[src/rtl/dma_chan_pkg.sv]
package dma_chan_pkg;

  typedef enum logic [2:0] {
    M_ONE           = 3'd0,
    M_PAIR          = 3'd1,
    M_TWO_ONE       = 3'd2,
    M_QUAD_PAIR     = 3'd3,
    M_QUAD          = 3'd4,
    M_PAIR_ALT      = 3'd5,
    M_TWO_ONE_ALT   = 3'd6,
    M_QUAD_PAIR_ALT = 3'd7
  } xfer_mode_e;

  typedef struct packed {
    logic       to_mem;   // 1: peripheral -> memory
    logic [1:0] spare;
    logic       hold;     // memory address fixed
    logic       down;     // memory address decrements
    xfer_mode_e mode;
  } ctrl_t;

  localparam int REG_CTRL   = 0;
  localparam int REG_PORT   = 1;
  localparam int REG_A_LO   = 2;
  localparam int REG_A_MID  = 3;
  localparam int REG_A_BANK = 4;
  localparam int REG_CNT_LO = 5;
  localparam int REG_CNT_HI = 6;

  typedef enum logic [2:0] {
    ST_IDLE,
    ST_EVAL,
    ST_READ,
    ST_WRITE,
    ST_STEP
  } fsm_e;

endpackage

[src/rtl/dma_b_offset.sv]
module dma_b_offset
  import dma_chan_pkg::*;
(
  input  xfer_mode_e mode_i,
  input  logic [1:0] idx_i,
  output logic [1:0] off_o
);

  always_comb begin
    unique case (mode_i)
      M_PAIR, M_PAIR_ALT:           off_o = {1'b0, idx_i[0]};
      M_QUAD_PAIR, M_QUAD_PAIR_ALT: off_o = {1'b0, idx_i[1]};
      M_QUAD:                       off_o = idx_i;
      default:                      off_o = 2'd0;
    endcase
  end

endmodule

[src/rtl/dma_chan_regs.sv]
module dma_chan_regs
  import dma_chan_pkg::*;
#(
  parameter int unsigned AW     = 4,
  parameter int unsigned ADDR_W = 24,
  parameter int unsigned CNT_W  = 16
) (
  input  logic              clk_i,
  input  logic              rst_ni,
  input  logic              we_i,
  input  logic              re_i,
  input  logic [AW-1:0]     addr_i,
  input  logic [7:0]        wdata_i,
  output logic [7:0]        rdata_o,
  output logic              err_o,
  input  logic              lock_i,
  input  logic              step_i,
  output xfer_mode_e        mode_o,
  output logic              to_mem_o,
  output logic [7:0]        port_o,
  output logic [ADDR_W-1:0] a_addr_o,
  output logic [CNT_W-1:0]  count_o
);

  localparam int unsigned STEP_W = 16;

  ctrl_t             ctrl_q;
  logic [7:0]        port_q;
  logic [ADDR_W-1:0] a_q;
  logic [CNT_W-1:0]  cnt_q;
  logic              valid;

  assign valid = (addr_i <= AW'(REG_CNT_HI));
  assign err_o = (we_i | re_i) & ~valid;

  always_ff @(posedge clk_i or negedge rst_ni) begin
    if (!rst_ni) begin
      ctrl_q <= '0;
      port_q <= '0;
      a_q    <= '0;
      cnt_q  <= '0;
    end else if (step_i) begin
      if (!ctrl_q.hold)
        a_q[STEP_W-1:0] <= ctrl_q.down ? a_q[STEP_W-1:0] - 1'b1
                                       : a_q[STEP_W-1:0] + 1'b1;
      cnt_q <= cnt_q - 1'b1;
    end else if (we_i && !lock_i && valid) begin
      unique case (addr_i)
        AW'(REG_CTRL):   ctrl_q      <= ctrl_t'(wdata_i);
        AW'(REG_PORT):   port_q      <= wdata_i;
        AW'(REG_A_LO):   a_q[7:0]    <= wdata_i;
        AW'(REG_A_MID):  a_q[15:8]   <= wdata_i;
        AW'(REG_A_BANK): a_q[23:16]  <= wdata_i;
        AW'(REG_CNT_LO): cnt_q[7:0]  <= wdata_i;
        AW'(REG_CNT_HI): cnt_q[15:8] <= wdata_i;
        default: ;
      endcase
    end
  end

  always_comb begin
    unique case (addr_i)
      AW'(REG_CTRL):   rdata_o = ctrl_q;
      AW'(REG_PORT):   rdata_o = port_q;
      AW'(REG_A_LO):   rdata_o = a_q[7:0];
      AW'(REG_A_MID):  rdata_o = a_q[15:8];
      AW'(REG_A_BANK): rdata_o = a_q[23:16];
      AW'(REG_CNT_LO): rdata_o = cnt_q[7:0];
      AW'(REG_CNT_HI): rdata_o = cnt_q[15:8];
      default:         rdata_o = 8'h00;
    endcase
  end

  assign mode_o   = ctrl_q.mode;
  assign to_mem_o = ctrl_q.to_mem;
  assign port_o   = port_q;
  assign a_addr_o = a_q;
  assign count_o  = cnt_q;

endmodule

[src/rtl/dma_chan_fsm.sv]
module dma_chan_fsm
  import dma_chan_pkg::*;
#(
  parameter int unsigned ADDR_W    = 24,
  parameter int unsigned CNT_W     = 16,
  parameter int unsigned CYC_W     = 32,
  parameter int unsigned OVERHEAD  = 8,
  parameter int unsigned BYTE_COST = 8,
  parameter int unsigned WRAM_COST = 4,
  parameter logic [7:0]  WRAM_PORT = 8'h80,
  parameter logic [15:0] B_BASE    = 16'h2100
) (
  input  logic              clk_i,
  input  logic              rst_ni,
  input  logic              start_i,
  input  logic              stop_i,
  input  xfer_mode_e        mode_i,
  input  logic              to_mem_i,
  input  logic [7:0]        port_i,
  input  logic [ADDR_W-1:0] a_addr_i,
  input  logic [CNT_W-1:0]  count_i,
  input  logic              a_is_wram_i,
  output logic              m_req_o,
  output logic              m_we_o,
  output logic [ADDR_W-1:0] m_addr_o,
  output logic [7:0]        m_wdata_o,
  input  logic              m_ready_i,
  input  logic [7:0]        m_rdata_i,
  output logic              step_o,
  output logic              busy_o,
  output logic              done_o,
  output logic [CYC_W-1:0]  cycles_o
);

  localparam int unsigned COST_W = 8;

  fsm_e              state_q, state_d;
  logic              en_q;
  logic [1:0]        idx_q;
  logic [7:0]        data_q;
  logic [COST_W-1:0] cost_q;
  logic [CYC_W-1:0]  cyc_q;
  logic              done_q;
  logic [1:0]        off;
  logic [8:0]        b_sum;
  logic [ADDR_W-1:0] b_addr, src_addr, dst_addr;
  logic              wram_hit, last_byte;

  dma_b_offset u_off (
    .mode_i (mode_i),
    .idx_i  (idx_q),
    .off_o  (off)
  );

  // 9-bit sum: a carry out of the port byte reaches bit 8
  assign b_sum    = {1'b0, port_i} + {7'd0, off};
  assign b_addr   = {{(ADDR_W-16){1'b0}}, B_BASE | {7'd0, b_sum}};
  assign src_addr = to_mem_i ? b_addr : a_addr_i;
  assign dst_addr = to_mem_i ? a_addr_i : b_addr;
  assign wram_hit = (port_i == WRAM_PORT) && a_is_wram_i;
  assign last_byte = (count_i == CNT_W'(1)) || !en_q || stop_i;

  always_comb begin
    state_d = state_q;
    unique case (state_q)
      ST_IDLE:  if (start_i && !stop_i) state_d = ST_EVAL;
      ST_EVAL: begin
        if (wram_hit && !to_mem_i)     state_d = ST_STEP;
        else if (wram_hit && to_mem_i) state_d = ST_WRITE;
        else                           state_d = ST_READ;
      end
      ST_READ:  if (m_ready_i) state_d = ST_WRITE;
      ST_WRITE: if (m_ready_i) state_d = ST_STEP;
      ST_STEP:  state_d = last_byte ? ST_IDLE : ST_EVAL;
      default:  state_d = ST_IDLE;
    endcase
  end

  always_ff @(posedge clk_i or negedge rst_ni) begin
    if (!rst_ni) begin
      state_q <= ST_IDLE;
      en_q    <= 1'b0;
      idx_q   <= '0;
      data_q  <= '0;
      cost_q  <= '0;
      cyc_q   <= '0;
      done_q  <= 1'b0;
    end else begin
      state_q <= state_d;
      done_q  <= 1'b0;
      if (stop_i) en_q <= 1'b0;
      unique case (state_q)
        ST_IDLE: if (start_i && !stop_i) begin
          en_q  <= 1'b1;
          idx_q <= '0;
          cyc_q <= CYC_W'(OVERHEAD);
        end
        ST_EVAL: begin
          if (wram_hit && to_mem_i) begin
            data_q <= 8'hFF;
            cost_q <= COST_W'(WRAM_COST);
          end else begin
            cost_q <= COST_W'(BYTE_COST);
          end
        end
        ST_READ: if (m_ready_i) data_q <= m_rdata_i;
        ST_STEP: begin
          cyc_q <= cyc_q + CYC_W'(cost_q);
          idx_q <= idx_q + 2'd1;
          if (last_byte) begin
            en_q   <= 1'b0;
            done_q <= 1'b1;
          end
        end
        default: ;
      endcase
    end
  end

  always_comb begin
    m_req_o   = 1'b0;
    m_we_o    = 1'b0;
    m_addr_o  = '0;
    m_wdata_o = '0;
    if (state_q == ST_READ) begin
      m_req_o  = 1'b1;
      m_addr_o = src_addr;
    end else if (state_q == ST_WRITE) begin
      m_req_o   = 1'b1;
      m_we_o    = 1'b1;
      m_addr_o  = dst_addr;
      m_wdata_o = data_q;
    end
  end

  assign step_o   = (state_q == ST_STEP);
  assign busy_o   = (state_q != ST_IDLE);
  assign done_o   = done_q;
  assign cycles_o = cyc_q;

endmodule

[src/rtl/dma_chan_ctrl.sv]
module dma_chan_ctrl
  import dma_chan_pkg::*;
#(
  parameter int unsigned REG_AW    = 4,
  parameter int unsigned ADDR_W    = 24,
  parameter int unsigned CNT_W     = 16,
  parameter int unsigned CYC_W     = 32,
  parameter int unsigned OVERHEAD  = 8,
  parameter int unsigned BYTE_COST = 8,
  parameter int unsigned WRAM_COST = 4,
  parameter logic [7:0]  WRAM_PORT = 8'h80
) (
  input  logic              clk_i,
  input  logic              rst_ni,
  input  logic              reg_we_i,
  input  logic              reg_re_i,
  input  logic [REG_AW-1:0] reg_addr_i,
  input  logic [7:0]        reg_wdata_i,
  output logic [7:0]        reg_rdata_o,
  output logic              reg_err_o,
  input  logic              start_i,
  input  logic              stop_i,
  input  logic              a_is_wram_i,
  output logic              m_req_o,
  output logic              m_we_o,
  output logic [ADDR_W-1:0] m_addr_o,
  output logic [7:0]        m_wdata_o,
  input  logic              m_ready_i,
  input  logic [7:0]        m_rdata_i,
  output logic              busy_o,
  output logic              done_o,
  output logic [CYC_W-1:0]  cycles_o
);

  xfer_mode_e        mode;
  logic              to_mem, step;
  logic [7:0]        port;
  logic [ADDR_W-1:0] a_addr;
  logic [CNT_W-1:0]  count;

  dma_chan_regs #(
    .AW     (REG_AW),
    .ADDR_W (ADDR_W),
    .CNT_W  (CNT_W)
  ) u_regs (
    .clk_i    (clk_i),
    .rst_ni   (rst_ni),
    .we_i     (reg_we_i),
    .re_i     (reg_re_i),
    .addr_i   (reg_addr_i),
    .wdata_i  (reg_wdata_i),
    .rdata_o  (reg_rdata_o),
    .err_o    (reg_err_o),
    .lock_i   (busy_o),
    .step_i   (step),
    .mode_o   (mode),
    .to_mem_o (to_mem),
    .port_o   (port),
    .a_addr_o (a_addr),
    .count_o  (count)
  );

  dma_chan_fsm #(
    .ADDR_W    (ADDR_W),
    .CNT_W     (CNT_W),
    .CYC_W     (CYC_W),
    .OVERHEAD  (OVERHEAD),
    .BYTE_COST (BYTE_COST),
    .WRAM_COST (WRAM_COST),
    .WRAM_PORT (WRAM_PORT)
  ) u_fsm (
    .clk_i       (clk_i),
    .rst_ni      (rst_ni),
    .start_i     (start_i),
    .stop_i      (stop_i),
    .mode_i      (mode),
    .to_mem_i    (to_mem),
    .port_i      (port),
    .a_addr_i    (a_addr),
    .count_i     (count),
    .a_is_wram_i (a_is_wram_i),
    .m_req_o     (m_req_o),
    .m_we_o      (m_we_o),
    .m_addr_o    (m_addr_o),
    .m_wdata_o   (m_wdata_o),
    .m_ready_i   (m_ready_i),
    .m_rdata_i   (m_rdata_i),
    .step_o      (step),
    .busy_o      (busy_o),
    .done_o      (done_o),
    .cycles_o    (cycles_o)
  );

endmodule

[config.mk]
export PLATFORM = sky130hd
export DESIGN_NAME = dma_chan_ctrl
export DESIGN_NICKNAME = d
export VERILOG_FILES = /design/src/rtl/dma_chan_pkg.sv /design/src/rtl/dma_b_offset.sv /design/src/rtl/dma_chan_regs.sv /design/src/rtl/dma_chan_fsm.sv /design/src/rtl/dma_chan_ctrl.sv
export SDC_FILE = /design/constraint.sdc
export NUM_CORES = 1
export LEC_CHECK = 0
export BUFFER_PORTS_ARGS = -buffer_cell sky130_fd_sc_hd__buf_2
export CAP_MARGIN = 20
export CELL_PAD_IN_SITES_DETAIL_PLACEMENT = 0
export CELL_PAD_IN_SITES_GLOBAL_PLACEMENT = 1
export CORE_MARGIN = 2
export CORE_UTILIZATION = 45
export CTS_BUF_LIST = sky130_fd_sc_hd__clkbuf_8 sky130_fd_sc_hd__clkbuf_16
export CTS_CLUSTER_SIZE = 12
export DETAILED_ROUTE_END_ITERATION = 16
export GPL_TIMING_DRIVEN = 0
export PLACE_DENSITY_LB_ADDON = 0.1
export SLEW_MARGIN = 40
export SYNTH_ARGS = -nofsm -noshare
export SYNTH_HDL_FRONTEND = slang
export SYNTH_HIERARCHICAL = 1
export SYNTH_SLANG_ARGS = --single-unit
[constraint.sdc]
create_clock -name clk_i -period 5.05 [get_ports clk_i]
set_clock_uncertainty 0.1 [all_clocks]
set_input_delay 0 -clock clk_i [delete_from_list [all_inputs] [get_ports clk_i]]
set_output_delay 0 -clock clk_i [all_outputs]
set_load 0.1 [all_outputs]
==> results_tabular.tex, run 1 <==
\begin{tabular}{lr}
\hline
Metric & Value \\
\hline
\multicolumn{2}{l}{\textbf{Routing}} \\
DRC & 0 \\
Number of nets still failing antenna checks after routing & 0 \\
Length of the first detailed-routing pass in iterations & 5 \\
Total Routed Length & 21500 um \\
Total number of vias & about 6500 \\
Iter 0 DRT Violations & between 400 and 500 \\
Number of vias per cell & around 6 \\
DR WL/cell & 19.9 um \\
\multicolumn{2}{l}{\textbf{Timing}} \\
Final Critical Period & 3.55 ns \\
Fraction of the cycle the final worst path needs & a little over two thirds \\
F\_max & 0.281 GHz \\
Hold Slack & 0.0116 ns \\
Transition at the pin with the smallest max-transition slack & 0.817 ns \\
Setup repair after global routing missed its margin & false \\
Number of slew-limit violations in the final report & 0 \\
Slew headroom & 45.5\% \\
Final setup violation count & 0 \\
Final-report hold violation count & 0 \\
Aggregate negative setup slack & 0 ns \\
\multicolumn{2}{l}{\textbf{Synth}} \\
Gate Count Post-Synth & 759 \\
Biggest area contributors in the synthesized netlist & dfrtp\_1 (38\%), mux2i\_1 (5.4\%), nand2\_1 (5.0\%) \\
Async SR Flop Fraction & between 90\% and 100\% \\
Mean instance size in the synthesized netlist & about 9 um2 \\
Seq cells post-synth & between 100 and 150 \\
Seq/Total Area, Yosys & 37.9\% \\
YS warnings & 6 \\
Top cells by count, synth & dfrtp\_1 (103), nand2\_1 (90), a21oi\_1 (51), nor2\_1 (48), mux2i\_1 (37) \\
Main flop type after synthesis & dfrtp\_1 \\
Cell area after synthesis & 6800 um2 \\
Synth area leader & dfrtp\_1 \\
Count of flip-flops with a built-in enable after synthesis & 0 \\
Top-area cell type share of the netlist area & 37.9\% \\
Most instantiated library cell after synthesis & dfrtp\_1 \\
Netlist cell types & 71 \\
\multicolumn{2}{l}{\textbf{Placed design}} \\
Global placement routability congestion & 0.927 \\
Final HPWL DP & 15700 um \\
\# port buffers & 101 \\
Cell area reported after detailed placement & 7580 um2 \\
\multicolumn{2}{l}{\textbf{Clocking}} \\
Clock tree from TritonCTS & yes \\
Post-CTS sizing & 0 \\
Num CTS Buffers & 9 \\
Count of H-tree levels built during CTS & 3 \\
Register clock-pin slew on the reported worst setup and hold paths & 0.07 ns \\
Total number of clock tree sinks & slightly above 100 \\
CTS root buf & clkbuf\_16 \\
Clk buf depth & 2 \\
Number of buffers added for setup after CTS & 0 \\
Source-to-sink clock delay at the later pin of the worst-skew pair & $\sim$0.36 ns \\
Hold\_buf cts & 21 \\
\multicolumn{2}{l}{\textbf{GRT}} \\
Wire length of the first global-routing pass & 33500 um \\
Overall fraction of global-route tracks in use & between 20 and 30\% \\
Via count of the first global-routing pass & 6175 \\
Congestion Overflow GR & 0 \\
Largest net degree at the start of global routing & 61 \\
Number of antenna violations at the first check in global routing & 0 \\
\multicolumn{2}{l}{\textbf{Pwr}} \\
Net switching power of the design & 0.00304 W \\
Clock group share of total power & a little over an eighth \\
Internal power contribution & 0.00240 W \\
Power share of the combinational group & 57.4\% \\
Leak Pwr & 3.87 nW \\
Share of power burned in registers & between 20\% and 30\% \\
Fraction of power spent switching nets & 55.9\% \\
Power per cell area & 672 nW/um2 \\
IR Drop Worst-Case VDD & 0.382 mV \\
\multicolumn{2}{l}{\textbf{Cells and area}} \\
Synth-to-Final Area Change & 19.0\% \\
Fraction of layout instances using a drive strength above 1 & a little under a fifth \\
Inserted Diodes & 0 \\
Final non-filler cell area & 8100 um2 \\
Count of nets after finishing & 944 \\
\multicolumn{2}{l}{\textbf{Worst setup path}} \\
Worst path required time & 5.21 ns \\
Crit path capture type & register \\
Highest net fanout along the worst path & 13 \\
Arrival @ worst endpoint & 3.71 ns \\
Category of the worst setup path launch point & register \\
WS Path Type & register to register \\
\multicolumn{2}{l}{\textbf{Die}} \\
Chip Height & 127 um \\
Horizontal extent of the die & 127 um \\
Effective utilization at floorplan & 46.4\% \\
Cell Rows & 44 \\
CORE AREA & 14600 um2 \\
I/O pin count & 105 \\
Full die area & 16100 um2 \\
\multicolumn{2}{l}{\textbf{Run status}} \\
Status & completed \\
\multicolumn{2}{l}{\textbf{Hold path}} \\
Hold Crit Class & input port to asynchronous set/reset pin \\
\multicolumn{2}{l}{\textbf{Flow run}} \\
Max Cap Violations & 0 \\
\hline
\end{tabular}
per-stage QoR:
stage                     util [%]  power [W]  setup WS (ns)  std cells
after detailed placement      51.8    0.00467           1.59       1046
after CTS                     55.3    0.00543           1.58       1083
after floorplan                  -    0.00396           1.38        760
final                         55.3    0.00544           1.50       1083
after global placement        51.5    0.00460           1.61       1045
after global routing          55.3    0.00576           1.29       1083
worst paths after layout:
kind                                                 from                        endpoint  slack [ns]  depth (start not counted)
max                          u_fsm/state_q[0]$_DFFE_PN0P_  u_regs/a_addr_o[8]$_DFFE_PN0P_        1.50                         11
min                                                rst_ni  u_fsm/cycles_o[28]$_DFFE_PN0P_        0.01                          2
max reg2reg                  u_fsm/state_q[0]$_DFFE_PN0P_  u_regs/a_addr_o[8]$_DFFE_PN0P_        1.50                         11
min reg2reg                u_fsm/cycles_o[31]$_DFFE_PN0P_  u_fsm/cycles_o[31]$_DFFE_PN0P_        0.38                          1
max in group asynchronous                          rst_ni     u_fsm/data_q[4]$_DFFE_PN0P_        4.23                          3
min in group clk_i                                start_i    u_fsm/state_q[0]$_DFFE_PN0P_        0.12                          5
logic make-up (layout without fill, tap and decap cells):
logic type	count (synthesis)	count (layout)	share of synthesized area (%)
fa+ha+maj	22	22	4.38
compound gates	194	194	18.3
mux	67	67	10.7
flops	103	103	37.9
simple gates	294	294	22.3
other cells	1	2	0.0551
xor+xnor	19	19	2.45
buf+inv	59	198	3.86
cell type report:
| class | instances | area (um2) |
|---|---|---|
| plain buffers | 38 | 184 |
| clock buffers | 10 | 239 |
| clock inverters | 6 | 67.6 |
| fillers | 1362 | 6550 |
| inverters | 21 | 78.8 |
| multi-input cells | 598 | 3970 |
| flip-flops and latches | 103 | 2580 |
| well taps | 184 | 230 |
| repair buffers | 123 | 753 |
power by group through the flow:
stage | logic (W) | clock network [W] | registers (W)
final | 0.00312 | 0.000733 | 0.00158
after global routing | 0.00335 | 0.000778 | 0.00163
after CTS | 0.00311 | 0.000745 | 0.00158
after detailed placement | 0.00308 | 0 | 0.00159
after global placement | 0.00303 | 0 | 0.00157
after floorplan | 0.00229 | 0 | 0.00167
metal layers:
layer	vias to the layer above	wire length, um	share of wire, %	global-route usage, %
met5	-	0	0	0
met4	0	596	2.8	9.89
met3	44	1250	5.8	4.60
met2	246	10400	48	45.1
met1	3141	9320	43	34.9
li1	3056	-	-	-
registers in the layout, indices dropped and copies added (netlist names):
register / flops
u_fsm/cycles_o: 30
u_regs/a_addr_o: 24
u_regs/count_o: 16
u_fsm/data_q: 8
u_regs/port_o: 8
u_regs/ctrl_q: 4
u_fsm/state_q: 3
u_regs/mode_o: 3
u_fsm/cost_q: 2
u_fsm/idx_q: 2
u_fsm/done_o: 1
u_fsm/en_q: 1
u_regs/to_mem_o: 1
worst max-delay path, stage by stage, from the launching register on:
cell and delay (ns):
dfrtp_1 0.37, buf_6 0.14, or3b_4 0.43, inv_2 0.06, buf_2 0.22, buf_2 0.33
inv_1 0.09, clkbuf_1 0.31, nor2_1 0.51, a21oi_1 0.28, clkbuf_1 0.30, o31ai_1 0.31
cell usage in the layout, fill, tap and decap left out, types with 17 or more instances in the layout:
cell type | synthesis | final
o21ai_1 | 23 | 23
clkbuf_1 | 23 | 23
and2_1 | 27 | 27
inv_1 | 19 | 19
nor2_1 | 48 | 48
nand3_1 | 23 | 23
nor3_1 | 20 | 20
o21ai_0 | 24 | 24
dfrtp_1 | 103 | 103
buf_2 | 6 | 106
a21oi_1 | 51 | 51
mux2i_1 | 37 | 37
nand2_1 | 90 | 90
nand4_1 | 17 | 17
dlygate4sd3_1 | 0 | 21
mux2_2 | 19 | 19
ha_1 | 19 | 19
No activity file was read; power rests on OpenSTA's default activity.
==> run 2: changes to the inputs <==
--- a/config.mk
+++ b/config.mk
@@ -10,7 +10,7 @@
 export CELL_PAD_IN_SITES_DETAIL_PLACEMENT = 0
 export CELL_PAD_IN_SITES_GLOBAL_PLACEMENT = 1
 export CORE_MARGIN = 2
-export CORE_UTILIZATION = 45
+export CORE_UTILIZATION = 40
 export CTS_BUF_LIST = sky130_fd_sc_hd__clkbuf_8 sky130_fd_sc_hd__clkbuf_16
 export CTS_CLUSTER_SIZE = 12
 export DETAILED_ROUTE_END_ITERATION = 16
==> constraint.sdc (replaced) <==
create_clock -name clk_i -period 3.25 [get_ports clk_i]
set_clock_uncertainty 0.1 [all_clocks]
set_input_delay 0 -clock clk_i [delete_from_list [all_inputs] [get_ports clk_i]]
set_output_delay 0 -clock clk_i [all_outputs]
set_load 0.1 [all_outputs]
==> results_tabular.tex, run 2 (synthesis results as in run 1) <==
\begin{tabular}{lr}
\hline
Metric & Value \\
\hline
\multicolumn{2}{l}{\textbf{Timing}} \\
Aggregate negative setup slack & 0 ns \\
F\_max & 0.320 GHz \\
Fraction of the cycle the final worst path needs & between 90\% and 100\% \\
Transition at the pin with the smallest max-transition slack & approximately 0.85 ns \\
Final setup violation count & 0 \\
Final-report hold violation count & 0 \\
Number of slew-limit violations in the final report & 0 \\
Slew headroom & 43.3\% \\
Final Critical Period & around 3.1 ns \\
Setup repair after global routing missed its margin & false \\
\multicolumn{2}{l}{\textbf{Clocking}} \\
CTS root buf & clkbuf\_16 \\
Source-to-sink clock delay at the later pin of the worst-skew pair & approximately 0.36 ns \\
Number of buffers added for setup after CTS & 0 \\
Register clock-pin slew on the reported worst setup and hold paths & 0.07 ns \\
Count of H-tree levels built during CTS & 3 \\
Num CTS Buffers & 9 \\
Clock tree from TritonCTS & yes \\
Total number of clock tree sinks & 103 \\
Clk buf depth & 2 \\
\multicolumn{2}{l}{\textbf{Placed design}} \\
\# port buffers & 101 \\
Cell area reported after detailed placement & 7620 um2 \\
Global placement routability congestion & 0.925 \\
Final HPWL DP & between 15000 and 20000 um \\
\multicolumn{2}{l}{\textbf{Die}} \\
Full die area & 18100 um2 \\
Effective utilization at floorplan & around 41\% \\
Cell Rows & 47 \\
CORE AREA & approximately 17000 um2 \\
Horizontal extent of the die & 134 um \\
Chip Height & 134 um \\
I/O pin count & $\sim$110 \\
\multicolumn{2}{l}{\textbf{Worst setup path}} \\
R2R Path Start & u\_regs/ctrl\_q[3]\$\_DFFE\_PN0P\_ \\
WS Path Type & register to primary output \\
Highest net fanout along the worst path & 3 \\
Crit path capture type & primary output \\
Arrival @ worst endpoint & between 3 and 4 ns \\
Worst Reg-to-Reg Cells & 7 \\
Worst R2R Setup Slack & $\sim$0.2 ns \\
Category of the worst setup path launch point & register \\
Worst setup path end & m\_addr\_o[6] \\
Worst path required time & 3.15 ns \\
Capture point of the worst reg-to-reg path & u\_regs/a\_addr\_o[15]\$\_DFFE\_PN0P\_ \\
Worst setup path startpoint & u\_regs/mode\_o[1]\$\_DFFE\_PN0P\_ \\
\multicolumn{2}{l}{\textbf{Cells and area}} \\
Most frequent cells in the layout & buf\_2 (105), dfrtp\_1 (103), nand2\_1 (90) \\
Synth-to-Final Area Change & 19.6\% \\
Final non-filler cell area & 8130 um2 \\
Inserted Diodes & 0 \\
Count of nets after finishing & 941 \\
Max reg flops & 30 \\
Most common cell after layout, fill and taps aside & buf\_2 \\
Fraction of layout instances using a drive strength above 1 & 19.0\% \\
\multicolumn{2}{l}{\textbf{GRT}} \\
Via count of the first global-routing pass & a little over 6000 \\
Congestion Overflow GR & 0 \\
Wire length of the first global-routing pass & between 30000 and 40000 um \\
Overall fraction of global-route tracks in use & 24.5\% \\
Largest net degree at the start of global routing & 65 \\
Number of antenna violations at the first check in global routing & 0 \\
\multicolumn{2}{l}{\textbf{Routing}} \\
DR WL/cell & 19.8 um \\
Total number of vias & 6450 \\
Iter 0 DRT Violations & about 450 \\
Number of nets still failing antenna checks after routing & 0 \\
Number of vias per cell & 5.78 \\
Total Routed Length & 22100 um \\
DRC & 0 \\
Length of the first detailed-routing pass in iterations & 5 \\
\multicolumn{2}{l}{\textbf{Hold path}} \\
Cells on Worst Hold Path & 3 \\
Hold Crit Class & input port to register \\
\multicolumn{2}{l}{\textbf{Run status}} \\
Status & completed \\
\multicolumn{2}{l}{\textbf{Flow run}} \\
Max Cap Violations & 0 \\
\multicolumn{2}{l}{\textbf{Pwr}} \\
Leak Pwr & 3.88 nW \\
Power per cell area & 1040 nW/um2 \\
IR Drop Worst-Case VDD & 0.596 mV \\
\hline
\end{tabular}
## run 2: cell count changes in the layout (fill, tap and decap cells not counted), moves of 2 or more
| cell | change |
|---|---|
| clkbuf_1 | -4 |
| clkbuf_2 | +4 |
| dlygate4sd3_1 | -3 |
| clkinvlp_4 | -2 |
## run 2: critical path, stage by stage, from the launching register on
cell     delay, ns
dfrtp_1       0.40
buf_4         0.15
mux2_1        0.30
a32o_1        0.22
ha_1          0.21
fa_1          0.41
and3_1        0.23
nand3_1       0.12
xor2_1        0.08
o21ai_1       0.12
buf_2         0.44
## run 2: final cells by class
| type | instances | area [um2] |
|---|---|---|
| fillers | 1692 | 8450 |
| repair buffers | 120 | 723 |
| inverters | 21 | 78.8 |
| clock inverters | 6 | 66.3 |
| clock buffers | 10 | 239 |
| multi-input cells | 598 | 3980 |
| flip-flops and latches | 103 | 2580 |
| plain buffers | 38 | 191 |
| well taps | 220 | 275 |
## run 2: repair_timing
item | in CTS | in global routing
endpoints found under the hold margin | 138 | 0
gates resized for setup | 4 | 8
gates cloned | 0 | 0
setup endpoints to repair | 16 | 25
hold buffers | 18 | 0
pin swaps | 0 | 0
## run 2: metrics by stage
stage / instances / setup slack, ns / utilization, % / hold slack (ns) / power, W
6_report: 1116 / 0.129 / 49.0 / 0.00143 / 0.00845
5_1_grt: 1116 / 0.0293 / 49.0 / 0.00265 / 0.00893
4_1_cts: 1116 / 0.0256 / 49.0 / 0.00266 / 0.00845
3_5_place_dp: 1082 / -0.199 / 46.0 / -0.195 / 0.00727
3_3_place_gp: 1081 / -0.212 / 45.7 / 0.176 / 0.00719
2_1_floorplan: 760 / -0.418 / - / -0.396 / 0.00616
## run 2: power by group
part | leakage, nW | internal, W | switching [W]
clock network | 0.153 | 0.000623 | 0.000516
logic | 2.41 | 0.00136 | 0.00348
registers | 1.32 | 0.00174 | 0.000725
total | 3.88 | 0.00373 | 0.00472
## run 2: routing by layer
| metal | GRT usage [%] | share of wire [%] | vias to the layer above |
|---|---|---|---|
| li1 | - | - | 3053 |
| met1 | 31.7 | 43 | 3123 |
| met2 | 40.8 | 48 | 231 |
| met3 | 2.68 | 5.1 | 43 |
| met4 | 11.9 | 3.6 | 0 |
| met5 | 0 | 0 | - |
## run 2: how the worst min path moves through the flow
stage,endpoint,slack [ns],start
after floorplan,u_fsm/cost_q[2]$_DFFE_PN0N_,-0.40,rst_ni
after global placement,u_fsm/data_q[5]$_DFFE_PN0P_,0.18,m_rdata_i[5]
after detailed placement,u_fsm/cycles_o[24]$_DFFE_PN0P_,-0.20,rst_ni
after CTS,u_regs/count_o[7]$_DFFE_PN0P_,0.003,reg_wdata_i[7]
after global routing,u_regs/port_o[7]$_DFFE_PN0P_,0.003,reg_wdata_i[7]
final,u_regs/count_o[7]$_DFFE_PN0P_,0.001,reg_wdata_i[7]
==> run 3: changes to the inputs <==
--- a/config.mk
+++ b/config.mk
@@ -10,7 +10,7 @@
 export CELL_PAD_IN_SITES_DETAIL_PLACEMENT = 0
 export CELL_PAD_IN_SITES_GLOBAL_PLACEMENT = 1
 export CORE_MARGIN = 2
-export CORE_UTILIZATION = 40
+export CORE_UTILIZATION = 44
 export CTS_BUF_LIST = sky130_fd_sc_hd__clkbuf_8 sky130_fd_sc_hd__clkbuf_16
 export CTS_CLUSTER_SIZE = 12
 export DETAILED_ROUTE_END_ITERATION = 16
==> constraint.sdc (replaced) <==
create_clock -name clk_i -period 3.5 [get_ports clk_i]
set_clock_uncertainty 0.1 [all_clocks]
set_input_delay 0 -clock clk_i [delete_from_list [all_inputs] [get_ports clk_i]]
set_output_delay 0 -clock clk_i [all_outputs]
set_load 0.1 [all_outputs]
==> results_tabular.tex, run 3 (synthesis results as in run 1) <==
\begin{tabular}{lr}
\hline
Metric & Value \\
\hline
\multicolumn{2}{l}{\textbf{Run status}} \\
Status & completed \\
\multicolumn{2}{l}{\textbf{Clocking}} \\
Clk buf depth & 2 \\
Num CTS Buffers & 9 \\
Clock tree from TritonCTS & yes \\
Number of buffers added for setup after CTS & 0 \\
CTS root buf & clkbuf\_16 \\
Source-to-sink clock delay at the later pin of the worst-skew pair & 0.36 ns \\
Total number of clock tree sinks & 103 \\
Count of H-tree levels built during CTS & 3 \\
Register clock-pin slew on the reported worst setup and hold paths & 0.07 ns \\
\multicolumn{2}{l}{\textbf{Routing}} \\
DR WL/cell & 19.9 um \\
DRC & 0 \\
Number of nets still failing antenna checks after routing & 0 \\
Iter 0 DRT Violations & 541 \\
Total number of vias & around 6400 \\
Total Routed Length & 21600 um \\
Length of the first detailed-routing pass in iterations & 5 \\
Number of vias per cell & approximately 6 \\
\multicolumn{2}{l}{\textbf{Worst setup path}} \\
Largest stage delay, worst path & 0.43 ns \\
Worst R2R Setup Slack & approximately 0.28 ns \\
Bufs and invs on worst path & 7 \\
Worst Reg-to-Reg Cells & 11 \\
Category of the worst setup path launch point & register \\
Worst path required time & $\sim$3.7 ns \\
Worst setup path startpoint & u\_fsm/state\_q[0]\$\_DFFE\_PN0P\_ \\
WP depth & 11 \\
R2R Path Start & u\_fsm/state\_q[0]\$\_DFFE\_PN0P\_ \\
Crit path capture type & register \\
Highest net fanout along the worst path & 13 \\
Largest delay share family, worst path & buffers and inverters \\
Library cell contributing the largest single delay on the critical path & or3b\_4 \\
WS Path Type & register to register \\
Critical path, cell by cell & buf\_6, or3b\_4, inv\_2, buf\_2, buf\_2, inv\_1, clkbuf\_1, nor2\_2, a21oi\_2, clkbuf\_1, o31ai\_1 \\
Arrival @ worst endpoint & 3.38 ns \\
Capture point of the worst reg-to-reg path & u\_regs/a\_addr\_o[8]\$\_DFFE\_PN0P\_ \\
\multicolumn{2}{l}{\textbf{Timing}} \\
Transition at the pin with the smallest max-transition slack & $\sim$0.85 ns \\
Final setup violation count & 0 \\
Slew headroom & around 43\% \\
Post-route worst setup slack & $\sim$0.28 ns \\
Number of slew-limit violations in the final report & 0 \\
Setup repair after global routing missed its margin & false \\
Fraction of the cycle the final worst path needs & slightly above 90\% \\
Hold Slack & 0.000127 ns \\
Final Critical Period & 3.22 ns \\
Final-report hold violation count & 0 \\
F\_max & 0.310 GHz \\
\multicolumn{2}{l}{\textbf{Die}} \\
Horizontal extent of the die & around 130 um \\
Full die area & 16500 um2 \\
Cell Rows & 45 \\
Chip Height & 128 um \\
I/O pin count & approximately 110 \\
CORE AREA & 15100 um2 \\
Effective utilization at floorplan & 44.9\% \\
\multicolumn{2}{l}{\textbf{Pwr}} \\
Leak Pwr & 3.87 nW \\
Power share of the combinational group & approximately 57\% \\
Share of power burned in registers & around 29\% \\
Final Power & a little under 0.008 W \\
IR Drop Worst-Case VDD & 0.796 mV \\
Internal power contribution & 0.00347 W \\
Fraction of power spent switching nets & approximately 56\% \\
Clock group share of total power & 13.7\% \\
Net switching power of the design & 0.00438 W \\
Power per cell area & 968 nW/um2 \\
\multicolumn{2}{l}{\textbf{Placed design}} \\
Final HPWL DP & 15800 um \\
Global placement routability congestion & 0.895 \\
Setup WS pre-CTS & between 0.09 and 0.1 ns \\
\# port buffers & 101 \\
Cell area reported after detailed placement & roughly 7600 um2 \\
\multicolumn{2}{l}{\textbf{GRT}} \\
Largest net degree at the start of global routing & 70 \\
Congestion Overflow GR & 0 \\
Wire length of the first global-routing pass & 33800 um \\
Via count of the first global-routing pass & 6259 \\
Overall fraction of global-route tracks in use & 26.5\% \\
Number of antenna violations at the first check in global routing & 0 \\
\multicolumn{2}{l}{\textbf{Cells and area}} \\
Synth-to-Final Area Change & 19.2\% \\
Most common cell after layout, fill and taps aside & buf\_2 \\
Final non-filler cell area & between 8000 and 9000 um2 \\
Inserted Diodes & 0 \\
Number of filler cells placed in the layout & 1432 \\
Max reg flops & 30 \\
Count of nets after finishing & around 940 \\
Fraction of layout instances using a drive strength above 1 & 18.5\% \\
Most frequent cells in the layout & buf\_2 (106), dfrtp\_1 (103), nand2\_1 (90) \\
\multicolumn{2}{l}{\textbf{Hold path}} \\
Hold Crit Class & input port to asynchronous set/reset pin \\
\multicolumn{2}{l}{\textbf{Flow run}} \\
Max Cap Violations & 0 \\
\hline
\end{tabular}
[run 3: final cells by class]
type | count | area (um2) | area share, %
Inverter | 21 | 78.8 | 0.972
Clock inverter | 6 | 75.1 | 0.926
Multi-Input combinational cell | 598 | 3980 | 49.0
Tap cell | 188 | 235 | 2.90
Sequential cell | 103 | 2580 | 31.8
Timing Repair Buffer | 122 | 743 | 9.16
Clock buffer | 10 | 239 | 2.95
Buffer | 38 | 184 | 2.27
[run 3: worst max-delay path by stage]
stage,endpoint,slack (ns)
6_report,u_regs/a_addr_o[8]$_DFFE_PN0P_,0.28
5_1_grt,u_regs/a_addr_o[12]$_DFFE_PN0P_,0.05
4_1_cts,u_regs/a_addr_o[12]$_DFFE_PN0P_,0.05
3_5_place_dp,u_regs/a_addr_o[12]$_DFFE_PN0P_,0.09
3_3_place_gp,u_regs/a_addr_o[12]$_DFFE_PN0P_,0.05
2_1_floorplan,m_addr_o[2],-0.17
[run 3: metrics by stage]
stage / instances / TNS [ns] / utilization (%)
floorplan: 760 / -0.838 / -
global placement: 1049 / 0 / 49.8
detailed placement: 1050 / 0 / 50.1
CTS: 1086 / 0 / 53.5
global route: 1086 / 0 / 53.5
finish: 1086 / 0 / 53.5
[run 3: worst reg2reg max path: cells and delay by family, from the launching register on]
family                 cells  cell delay [ns]
buffers and inverters      7             1.39
and+or+nand+nor            2             0.83
AOI/OAI and AO/OA          2             0.44
DFF                        1             0.37
[run 3: power by group through the flow]
stage	Sequential (W)	Clock [W]	Combinational, W
after global routing	0.00235	0.00115	0.00483
after detailed placement	0.00229	0	0.00445
final	0.00228	0.00107	0.00450
after CTS	0.00227	0.00110	0.00448
after floorplan	0.00241	0	0.00331
after global placement	0.00228	0	0.00438
[run 3: timing repair]
item,4_1_cts,5_1_grt
gates resized for setup,0,3
setup endpoints to repair,0,13
hold endpoints to repair,142,0
hold buffers,20,0
[run 3: metal layers]
metal,GRT usage [%],up-vias,share of wire [%]
li1,-,3055,-
met2,46.2,183,50
met5,0,-,0
met3,4.57,32,4.9
met1,33.9,3148,43
met4,7.89,0,2.2
